File: src/rtl/sup_timer_cmp.sv
module sup_timer_cmp #(
  parameter int DW = 32,
  parameter logic [1:0] PRIV_U = 2'b00,
  parameter logic [1:0] PRIV_S = 2'b01,
  parameter logic [1:0] PRIV_M = 2'b11
) (
  input  logic              clk,
  input  logic              rst_n,
  input  logic [2*DW-1:0]   time_i,
  input  logic              csr_req_i,
  input  logic              csr_we_i,
  input  logic              csr_hi_i,
  input  logic [DW-1:0]     csr_wdata_i,
  input  logic [1:0]        priv_i,
  input  logic              menv_en_i,
  output logic [DW-1:0]     csr_rdata_o,
  output logic              stip_o,
  output logic              csr_illegal_o
);
  localparam int TW = 2 * DW;

  logic [TW-1:0] cmp_q;
  logic          legal;
  logic          wr_lo;
  logic          wr_hi;

  assign legal = (priv_i == PRIV_M) || ((priv_i == PRIV_S) && menv_en_i);
  assign csr_illegal_o = csr_req_i && !legal;
  assign wr_lo = csr_req_i && legal && csr_we_i && !csr_hi_i;
  assign wr_hi = csr_req_i && legal && csr_we_i && csr_hi_i;

  assign csr_rdata_o = (csr_req_i && legal)
                     ? (csr_hi_i ? cmp_q[TW-1:DW] : cmp_q[DW-1:0])
                     : '0;

  always_ff @(posedge clk or negedge rst_n) begin
    if (!rst_n) begin
      cmp_q <= '1;
    end else begin
      if (wr_lo) cmp_q[DW-1:0]  <= csr_wdata_i;
      if (wr_hi) cmp_q[TW-1:DW] <= csr_wdata_i;
    end
  end

  always_ff @(posedge clk or negedge rst_n) begin
    if (!rst_n) stip_o <= 1'b0;
    else        stip_o <= (time_i >= cmp_q);
  end


  low_write_keeps_high_chk: assert property (@(posedge clk) disable iff (!rst_n)
    (csr_req_i && !csr_illegal_o && csr_we_i && !csr_hi_i) |=>
      (cmp_q[TW-1:DW] == $past(cmp_q[TW-1:DW])) && (cmp_q[DW-1:0] == $past(csr_wdata_i)));


  high_write_keeps_low_chk: assert property (@(posedge clk) disable iff (!rst_n)
    (csr_req_i && !csr_illegal_o && csr_we_i && csr_hi_i) |=>
      (cmp_q[DW-1:0] == $past(cmp_q[DW-1:0])) && (cmp_q[TW-1:DW] == $past(csr_wdata_i)));


  machine_legal_chk: assert property (@(posedge clk) disable iff (!rst_n)
    (csr_req_i && priv_i == 2'b11) |-> !csr_illegal_o);


  user_illegal_chk: assert property (@(posedge clk) disable iff (!rst_n)
    (csr_req_i && (priv_i == 2'b00 || priv_i == 2'b10)) |-> csr_illegal_o);


  illegal_write_dropped_chk: assert property (@(posedge clk) disable iff (!rst_n)
    (csr_illegal_o && csr_we_i) |=> $stable(cmp_q));


  illegal_reads_zero_chk: assert property (@(posedge clk) disable iff (!rst_n)
    csr_illegal_o |-> (csr_rdata_o == '0));


  no_req_no_illegal_chk: assert property (@(posedge clk) disable iff (!rst_n)
    !csr_req_i |-> !csr_illegal_o);


  pending_holds_chk: assert property (@(posedge clk) disable iff (!rst_n)
    (stip_o && $stable(cmp_q) && !(csr_req_i && csr_we_i && !csr_illegal_o)
       && (time_i >= cmp_q)) |=> stip_o);
endmodule

File: config.mk
export PLATFORM = sky130hd
export DESIGN_NAME = sup_timer_cmp
export DESIGN_NICKNAME = d
export VERILOG_FILES = /design/src/rtl/sup_timer_cmp.sv
export SDC_FILE = /design/constraint.sdc
export NUM_CORES = 1
export LEC_CHECK = 0
export ABC_AREA = 1
export CAP_MARGIN = 20
export CORE_MARGIN = 3
export CORE_UTILIZATION = 40
export DETAILED_ROUTE_END_ITERATION = 8
export PLACE_DENSITY = 0.69
export SLEW_MARGIN = 20
export SYNTH_ARGS = -nofsm -noshare
export SYNTH_HDL_FRONTEND = slang
export SYNTH_SLANG_ARGS = --single-unit
File: constraint.sdc
create_clock -name clk -period 3 [get_ports clk]
set_input_delay 0.9 -clock clk [delete_from_list [all_inputs] [get_ports clk]]
set_output_delay 0.9 -clock clk [all_outputs]
set_load 0.02 [all_outputs]
==> summary.txt <==
Status
  – Outcome: finished clean

Synth
  – Post-Syn Nets: about 800
  – Synth warnings: 0
  – Synthesis-stage register bit count: 65
  – Ys flop type: dfstp_2
  – Post-Synthesis Cells: between 600 and 700
  – Post-synth EDFFs: 0
  – Fraction of registers with async set/reset: 100%
  – Sequential area share after synthesis: roughly 34%
  – Yosys cell types: 23
  – Post-synthesis cell area: around 5000 µm²
  – Avg Inst Size Synth: between 7 and 8 µm²

GRT
  – Largest net degree at the start of global routing: 37
  – Wire length of the first global-routing pass: between 20,000 and 25,000 µm
  – Initial antenna violation count: 0
  – Number of global-route vias before repair: approximately 4,800
  – Total Routing Usage GR: 19.0%
  – GR Overflow Total: 0

STA
  – Final setup fails: 0
  – Relative slew slack: between 60 and 70%
  – Final worst-path cycle share: 97.8%
  – Max-slew violations: 0
  – RSZ-0062 raised after global routing: false
  – Crit path time final: 2.94 ns
  – Max Fclk: around 340 MHz
  – Setup slack after layout: between 0.06 and 0.07 ns
  – Worst-case clock skew: 0.00452 ns
  – Actual slew at the worst max-slew pin: 0.499 ns
  – Final Hold Fails: 0

Finish
  – Multi-input logic area: 2680 µm²
  – Commonest non-fill, non-tap cell in the layout: nand2_1
  – Most frequent cells in the layout: nand2_1 (129), inv_1 (113), clkdlybuf4s50_1 (102)
  – Area occupied by registers: around 1700 µm²
  – Finished Core Util: a little over half
  – Final nets: ~940
  – Layout cell share with drive strength beyond 1: 24.8%
  – Ant diodes: 0
  – Synth-to-Final Area Change: 33.3%
  – Fillers: around 1,100
  – Post-Layout Inst Area: between 6000 and 7000 µm²

Critical path
  – Setup CP Type: in -> out
  – WP data arrival: approximately 2.0 ns
  – RR Startpoint: cmp_q[63]$_DFFE_PN1P_
  – Setup crit start kind: primary input
  – CP bufs+invs: 3
  – Crit-path cells: clkdlybuf4s50_1 > o21a_2 > nand2_4 > buf_12 > nor2_1 > buf_2
  – CP max stage delay: approximately 0.45 ns
  – CP required: ~2.1 ns
  – Cell class contributing the biggest share of worst-path delay: buffers and inverters
  – CP startpoint: priv_i[1]
  – Crit end category: output port
  – Worst Path Max Fanout: 16
  – Crit path max-delay cell type: clkdlybuf4s50_1

Drt
  – Post-Route WL: roughly 13,000 µm
  – Detail-routed via count per cell: approximately 4.7
  – Length of the first detailed-routing pass in iterations: 4
  – Routed Antenna Nets: 0
  – Vias: 4,416
  – Initial drt markers: 175
  – Residual DRC: 0
  – DR WL/cell: ~13 µm

Floorplanning
  – DIE AREA: around 14,000 µm²
  – Die Width: approximately 120 µm
  – Initial Util: 41.2%
  – Core Area: ~12,000 µm²
  – # rows: 40
  – Die Height: 118 µm
  – Boundary pin count: 138

Clock tree
  – Total CTS buffers: 9
  – Setup Buffers After CTS: 0
  – Clock root cell: clkbuf_16
  – Clk sinks: between 60 and 70
  – Worst-skew pair later-pin latency: ~0.32 ns
  – Worst-path clk slew: ~0.050 ns
  – CTS H-tree lvls: 3
  – CTS tree: done
  – Max Root-Sink Buffers: 2
  – Hold_buf cts: 0

Power and ir drop
  – PD cells: 520 nW/µm²
  – Leak: between 3 and 4 nW
  – VDD IR max: approximately 0.22 mV
  – Design Power: between 3 and 4 mW

Placement
  – IO Port Bufs: about 140
  – Final HPWL DP: 10,200 µm
  – Placement Cell Area: 6550 µm²
  – Pre-CTS setup slack: -0.415 ns
  – Routability congestion estimate: 0.885

Worst hold path
  – Hold path start: cmp_q[14]$_DFFE_PN1P_
  – Hold WC Path Type: reg -> reg

Run
  – Max-Cap Viols: 0
==> final cells by class <==
type,instances,area share (%)
Multi-Input combinational cell,433,40.3
Tap cell,168,3.16
Timing Repair Buffer,151,20.7
Inverter,113,6.38
Sequential cell,65,25.7
Clock buffer,15,3.88
==> cells by family after synthesis <==
family                     count (synthesis)  synth area share, %
AOI/OAI and AO/OA                        132                 18.3
adders and majority gates                 64                 16.1
buffers and inverters                    135                 12.2
DFF                                       65                 34.2
and+or+nand+nor                          237                 19.3
==> power breakdown <==
part / internal (mW) / total [mW] / switching, mW
sequential: 1.19 / 1.32 / 0.124
combinational: 0.556 / 1.21 / 0.659
clock: 0.578 / 0.925 / 0.347
==> synth_stat cells (all sizes together) (3+ instances only) <==
cell type	instances	area (µm²)
a21oi	58	290
buf	20	175
dfstp	64	1680
ha	64	801
inv	113	424
nand2	132	518
nand3	5	25.0
nand4	7	43.8
nor2	87	334
nor3	3	15.0
o21ai	70	591
==> worst min-delay path: cells and delay by family, from the launching register on <==
kind	cells	cell delay, ns
DFF	1	0.36
and+or+nand+nor	1	0.07
AOI/OAI and AO/OA	1	0.05
==> flip-flops by register name, summed over array words and instances (netlist names) <==
register / count
cmp_q: 64
stip_o: 1
==> metrics by stage <==
step / hold slack, ns / cells / TNS [ns]
floorplan: 0.462 / 633 / 0
global placement: 0.470 / 930 / -11.42
detailed placement: 0.471 / 930 / -11.92
CTS: 0.479 / 945 / 0
global route: 0.490 / 945 / 0
finish: 0.479 / 945 / 0
==> metal layers <==
metal  track usage (%)  share of wire, %
met1              23.3                45
met2              31.9                47
met3              5.43               5.9
met4              6.45               2.4
met5                 0                 0
==> worst paths after layout <==
| kind | to | slack (ns) | depth (start not counted) |
|---|---|---|---|
| max in group asynchronous | cmp_q[23]$_DFFE_PN1P_ | 1.79 | 2 |
| max | csr_rdata_o[30] | 0.06 | 6 |
| min reg2reg | cmp_q[14]$_DFFE_PN1P_ | 0.48 | 2 |
| min | cmp_q[14]$_DFFE_PN1P_ | 0.48 | 2 |
| min in group asynchronous | stip_o$_DFF_PN0_ | 0.55 | 1 |
| max reg2reg | stip_o$_DFF_PN0_ | 1.12 | 10 |
==> what timing repair did <==
item / CTS / global route
hold endpoints to repair: 0 / 0
cloned: 0 / 0
setup endpoints to repair: 33 / 4
resized for setup: 126 / 6
Note: power is estimated with default switching activity, not from simulation.
